## src/rtl/shc_pkg.sv

```systemverilog
package shc_pkg;

    typedef enum logic [2:0] {
        SHK_LSL = 3'd0,
        SHK_LSR = 3'd1,
        SHK_ASR = 3'd2,
        SHK_ROR = 3'd3,
        SHK_RRX = 3'd4
    } shift_kind_e;

    typedef struct packed {
        logic zero;   // amount is zero
        logic full;   // amount equals the word width
        logic over;   // amount exceeds the word width
    } amt_class_t;

    function automatic logic is_reserved(input logic [2:0] code);
        return code > 3'd4;
    endfunction

endpackage

```

## src/rtl/shc_amt_decode.sv

```systemverilog
module shc_amt_decode
    import shc_pkg::*;
#(
    parameter int W     = 32,
    parameter int AMT_W = 8,
    localparam int SH_W = $clog2(W)
) (
    input  logic [AMT_W-1:0] amount,
    output amt_class_t       cls,
    output logic [SH_W-1:0]  shamt
);
    localparam logic [AMT_W-1:0] FULL = AMT_W'(W);

    always_comb begin
        cls.zero = (amount == '0);
        cls.full = (amount == FULL);
        cls.over = (amount > FULL);
        shamt    = amount[SH_W-1:0];
    end
endmodule

```

## src/rtl/shc_bitrev.sv

```systemverilog
module shc_bitrev #(
    parameter int W = 32
) (
    input  logic [W-1:0] d_i,
    output logic [W-1:0] d_o
);
    for (genvar b = 0; b < W; b++) begin : g_bit
        assign d_o[b] = d_i[W-1-b];
    end
endmodule

```

## src/rtl/shc_rshift.sv

```systemverilog
module shc_rshift #(
    parameter int W = 32,
    localparam int SH_W = $clog2(W)
) (
    input  logic [W-1:0]    data_i,
    input  logic [SH_W-1:0] shamt,
    input  logic            fill,
    input  logic            rotate,
    output logic [W-1:0]    data_o
);
    logic [W-1:0] stage [0:SH_W];

    assign stage[0] = data_i;

    for (genvar i = 0; i < SH_W; i++) begin : g_stage
        localparam int D = 1 << i;
        logic [W-1:0] moved;
        assign moved = rotate ? {stage[i][D-1:0], stage[i][W-1:D]}
                              : {{D{fill}}, stage[i][W-1:D]};
        assign stage[i+1] = shamt[i] ? moved : stage[i];
    end

    assign data_o = stage[SH_W];
endmodule

```

## src/rtl/shifter_carry_unit.sv

```systemverilog
module shifter_carry_unit
    import shc_pkg::*;
#(
    parameter int W         = 32,
    parameter int AMT_W     = 8,
    parameter bit OUT_STAGE = 1'b1
) (
    input  logic             clk,
    input  logic             rst,
    input  logic             in_valid,
    input  logic [W-1:0]     in_value,
    input  logic [2:0]       in_kind,
    input  logic [AMT_W-1:0] in_amount,
    input  logic             in_carry,
    output logic             out_valid,
    output logic [W-1:0]     out_value,
    output logic             out_carry
);
    localparam int SH_W = $clog2(W);

    amt_class_t      cls;
    logic [SH_W-1:0] shamt;
    logic [W-1:0]    rev_in, sh_in, sh_out, rev_out;
    logic            is_left, fill, rotate, edge_bit, sign;
    logic [W-1:0]    res_value;
    logic            res_carry;

    shc_amt_decode #(.W(W), .AMT_W(AMT_W)) u_dec (
        .amount (in_amount),
        .cls    (cls),
        .shamt  (shamt)
    );

    shc_bitrev #(.W(W)) u_rev_in (.d_i(in_value), .d_o(rev_in));

    assign sign    = in_value[W-1];
    assign is_left = (in_kind == SHK_LSL);
    assign sh_in   = is_left ? rev_in : in_value;
    assign fill    = (in_kind == SHK_ASR) & sign;
    assign rotate  = (in_kind == SHK_ROR);

    shc_rshift #(.W(W)) u_shift (
        .data_i (sh_in),
        .shamt  (shamt),
        .fill   (fill),
        .rotate (rotate),
        .data_o (sh_out)
    );

    shc_bitrev #(.W(W)) u_rev_out (.d_i(sh_out), .d_o(rev_out));

    // last bit to leave the word, taken in the shift's own bit order
    assign edge_bit = sh_in[shamt - SH_W'(1)];

    always_comb begin
        res_value = in_value;
        res_carry = in_carry;
        if (is_reserved(in_kind)) begin
            res_value = in_value;
            res_carry = in_carry;
        end else if (in_kind == SHK_RRX) begin
            res_value = {in_carry, in_value[W-1:1]};
            res_carry = in_value[0];
        end else if (cls.zero) begin
            res_value = in_value;
            res_carry = in_carry;
        end else begin
            unique case (in_kind)
                SHK_LSL: begin
                    if (cls.over) begin
                        res_value = '0;
                        res_carry = 1'b0;
                    end else if (cls.full) begin
                        res_value = '0;
                        res_carry = in_value[0];
                    end else begin
                        res_value = rev_out;
                        res_carry = edge_bit;
                    end
                end
                SHK_LSR: begin
                    if (cls.over) begin
                        res_value = '0;
                        res_carry = 1'b0;
                    end else if (cls.full) begin
                        res_value = '0;
                        res_carry = sign;
                    end else begin
                        res_value = sh_out;
                        res_carry = edge_bit;
                    end
                end
                SHK_ASR: begin
                    if (cls.over || cls.full) begin
                        res_value = {W{sign}};
                        res_carry = sign;
                    end else begin
                        res_value = sh_out;
                        res_carry = edge_bit;
                    end
                end
                default: begin
                    res_value = sh_out;
                    res_carry = sh_out[W-1];
                end
            endcase
        end
    end

    if (OUT_STAGE) begin : g_reg
        always_ff @(posedge clk) begin
            if (rst) begin
                out_valid <= 1'b0;
                out_value <= '0;
                out_carry <= 1'b0;
            end else begin
                out_valid <= in_valid;
                if (in_valid) begin
                    out_value <= res_value;
                    out_carry <= res_carry;
                end
            end
        end
    end else begin : g_comb
        assign out_valid = in_valid;
        assign out_value = res_value;
        assign out_carry = res_carry;
    end
endmodule

```

## config.mk

```make
export PLATFORM = sky130hd
export DESIGN_NAME = shifter_carry_unit
export DESIGN_NICKNAME = d
export VERILOG_FILES = /design/src/rtl/shc_pkg.sv /design/src/rtl/shc_amt_decode.sv /design/src/rtl/shc_bitrev.sv /design/src/rtl/shc_rshift.sv /design/src/rtl/shifter_carry_unit.sv
export SDC_FILE = /design/constraint.sdc
export NUM_CORES = 1
export LEC_CHECK = 0
export ABC_CLOCK_PERIOD_IN_PS = 3990
export BUFFER_PORTS_ARGS = -buffer_cell sky130_fd_sc_hd__buf_2
export CAP_MARGIN = 15
export CORE_UTILIZATION = 45
export DETAILED_ROUTE_END_ITERATION = 6
export GPL_TIMING_DRIVEN = 0
export PLACE_DENSITY = 0.75
export SYNTH_ARGS = -nofsm -noshare
export SYNTH_HDL_FRONTEND = slang
export SYNTH_SLANG_ARGS = --single-unit
export TNS_END_PERCENT = 1
```

## constraint.sdc

```tcl
create_clock -name clk -period 3.99 [get_ports clk]
set_input_delay 0.1995 -clock clk [delete_from_list [all_inputs] [get_ports clk]]
set_output_delay 0.1995 -clock clk [all_outputs]
set_load 0.005 [all_outputs]
```

==> summary.md <==
| Metric | Value |
|---|---|
| Mux cell area share after synthesis | `between 20% and 30%` |
| Most frequent cells in the layout | `nand2_1, a21oi_1, clkbuf_1, buf_2, mux2i_1` |
| Worst slew pin tran | `1250 ps` |
| Post-synthesis simple-gate area fraction | `18.4%` |
| Max layer used | `met5` |
| Largest family of logic cells by synthesized area | `compound AO/OA/AOI/OAI gates` |
| Final hold violations | `0` |
| Share of cells above drive strength 1 | `16.3%` |
| TritonRoute pass-1 iters | `6` |
| Synth-to-layout area growth | `11.0%` |
| # IOs | `81` |
| Worst hold start | `rst` |
| Maximum VDD drop | `~0.16 mV` |
| Worst hold path type | `in -> reg` |
| Sw frac | `46.9%` |
| Synth async-reset ratio | `0%` |
| Fin area | `0.00741 mm²` |
| Met2 wire length | `between 10,000 and 15,000 µm` |
| Sequential share of power | `approximately a fifth` |
| Htree depth | `2` |
| Die W | `124 µm` |
| Num CTS Buffers | `5` |
| Clk pin slew, worst setup/hold paths | `approximately 60 ps` |
| Synth unique cells | `74` |
| Drt wl/cell | `around 33 µm` |
| GRT Total Usage | `approximately 50%` |
| Core area | `0.0145 mm²` |
| Crit start category | `input pin` |
| Unrepaired setup endpoints after global routing | `no` |
| Met1 WL | `roughly 14,000 µm` |
| Setup bufs post-CTS | `0` |
| Initial antenna violation count | `1` |
| Global-route wire length before repair | `53,600 µm` |
| # fillers | `around 1,400` |
| Fin nets | `around 1,000` |
| PostCTS Resize Cnt | `4` |
| Remaining global-route overflow | `0` |
| Warnings from Yosys | `0` |
| Post-Syn Area per Cell | `7.39 µm²` |
| Synthesized area | `0.00668 mm²` |
| Final Cycle Share | `roughly 98%` |
| FF/Latch Area | `just under 700 µm²` |
| Num rows | `44` |
| Max-slew violation count | `0` |
| Final WL | `38,000 µm` |
| Syn Inst Count | `904` |
| Multi-input gate area | `about 0.0055 mm²` |
| Critical Path AT | `between 4000 and 5000 ps` |
| Status | `completed` |
| Placed inst area | `0.00724 mm²` |
| Vias in the first global route | `7,954` |
| Area share of the largest cell type after synthesis | `15.5%` |
| Clk pwr share | `a little under a quarter` |
| Syn Nets | `953` |
| Reg2reg start | `out_value[6]` |
| Iteration-0 DRC Markers | `1,986` |
| Adder-cell area share of the yosys netlist | `0.375%` |
| CP Capture Type | `register` |
| Via Count | `9,092` |
| EDFF count, synth | `0` |
| Post-synthesis sequential area ratio | `around a tenth` |
| Setup TNS | `0 ps` |
| Internal power | `between 1 and 1.5 mW` |
| Synth Area in XOR/XNOR | `0.525%` |
| Largest net degree at the start of global routing | `12` |
| # port buffers | `63` |
| Synth area leader | `mux4_2` |
| Clk_lat worst skew | `290 ps` |
| Fin cells | `1,162` |
| Slew HR | `15.9%` |
| P_leak | `2.85 nW` |
| Root Buffer | `clkbuf_16` |
| CP max FO | `9` |
| Comb power frac | `55.5%` |
| Max Cap Viol | `0` |
| Fmax | `between 0.2 and 0.3 GHz` |
| Power Dens Cells | `258 mW/mm²` |
| WS Path Type | `in -> reg` |
| Met3 Routed Length | `7180 µm` |
| Area contributors post-synth | `mux4_2, mux2i_1, dfxtp_1` |
| DPL Wire Length | `28,600 µm` |
| Clk sinks | `34` |
| Clock skew | `0 ps` |
| Final min period | `3900 ps` |
| Final total power | `about 1.9 mW` |
| Starting Density | `46.1%` |
| Post-synth top flop | `dfxtp_1` |
| Drc violations | `0` |
| Final worst slack | `86.9 ps` |
| DP Worst Slack | `-514 ps` |
| Die height | `approximately 120 µm` |
| Switching power total | `898 µW` |
| Commonest non-fill, non-tap cell in the layout | `nand2_1` |
| Hold-fix buffers, CTS | `0` |
| Hold_ws | `~350 ps` |
| Vias per std cell | `7.82` |
| Synth Register Bits | `34` |
| Fin util | `51.2%` |
| Full die area | `0.0153 mm²` |
| CTS Buffer Depth | `2` |
| Routed Antenna Nets | `0` |
| Setup crit start | `in_kind[1]` |
| RD Place Congestion | `~1.1` |
| Final setup violation count | `0` |
| CTS tree | `yes` |
| Placed insts | `1,153` |
| Synth Area in Compound Gates | `35.1%` |
| Req. time, crit path | `4140 ps` |
==> final cells by class <==
type                    count  area share [%]
clock inverters             1           0.405
flip-flops and latches     34            9.18
inverters                  14           0.709
diodes                      1          0.0338
clock buffers               7            1.79
well taps                 184            3.11
repair buffers             65            4.42
multi-input cells         746            73.6
plain buffers             110            6.74
==> power by group through the flow <==
stage	clock network (mW)	logic (mW)	registers (mW)
final	0.457	1.06	0.394
after global routing	0.469	1.08	0.397
after CTS	0.455	0.982	0.393
after detailed placement	0	0.977	0.400
after global placement	0	0.985	0.399
after floorplan	0	0.607	0.401
==> metal layers <==
layer,vias up,GRT usage (%)
met5,-,3.13
met1,4224,67.0
met2,1022,68.3
met3,166,22.5
li1,3678,-
met4,2,17.3
==> final timing paths <==
| path | depth (start not counted) | to | slack [ps] |
|---|---|---|---|
| setup reg to reg | 3 | out_value[6] | 2600 |
| hold reg to reg | 2 | out_value[23] | 460 |
| setup / recovery | 9 | out_value[20] | 90 |
| hold / removal | 3 | out_value[21] | 350 |
==> flip-flops by register name, summed over array words and instances (netlist names) <==
register / flops
out_carry: 1
out_valid: 1
out_value: 32
==> cells by family after synthesis <==
kind of cell	count (synthesis)
AOI/OAI and AO/OA	347
adders and majority gates	2
DFF	34
xor gates and xnor gates	4
buffers and inverters	124
and+or+nand+nor	272
muxes	121
==> worst max-delay path, stage by stage <==
cell and delay (ps):
buf_2 150, nor3_4 600, mux4_2 650, mux2i_1 440, nor2_1 100, a2111oi_2 940
a21oi_1 420, a211oi_1 380, o21ai_0 170
==> Yosys cell counts, types with 7 or more instances <==
| cell | count |
|---|---|
| o21ai_0 | 60 |
| inv_1 | 13 |
| o211ai_1 | 25 |
| o22ai_1 | 10 |
| a211oi_1 | 17 |
| a22oi_1 | 37 |
| buf_2 | 7 |
| o31ai_1 | 8 |
| mux4_2 | 46 |
| nand2_1 | 108 |
| a21oi_1 | 85 |
| nor3_1 | 22 |
| nand3_1 | 29 |
| or3_1 | 8 |
| a31oi_1 | 15 |
| dfxtp_1 | 34 |
| o211a_1 | 7 |
| nor2_1 | 70 |
| clkbuf_1 | 73 |
| mux2i_1 | 71 |
| buf_1 | 17 |
| a221oi_1 | 9 |
| a311oi_1 | 7 |
Power figures use the tool's default switching activity.
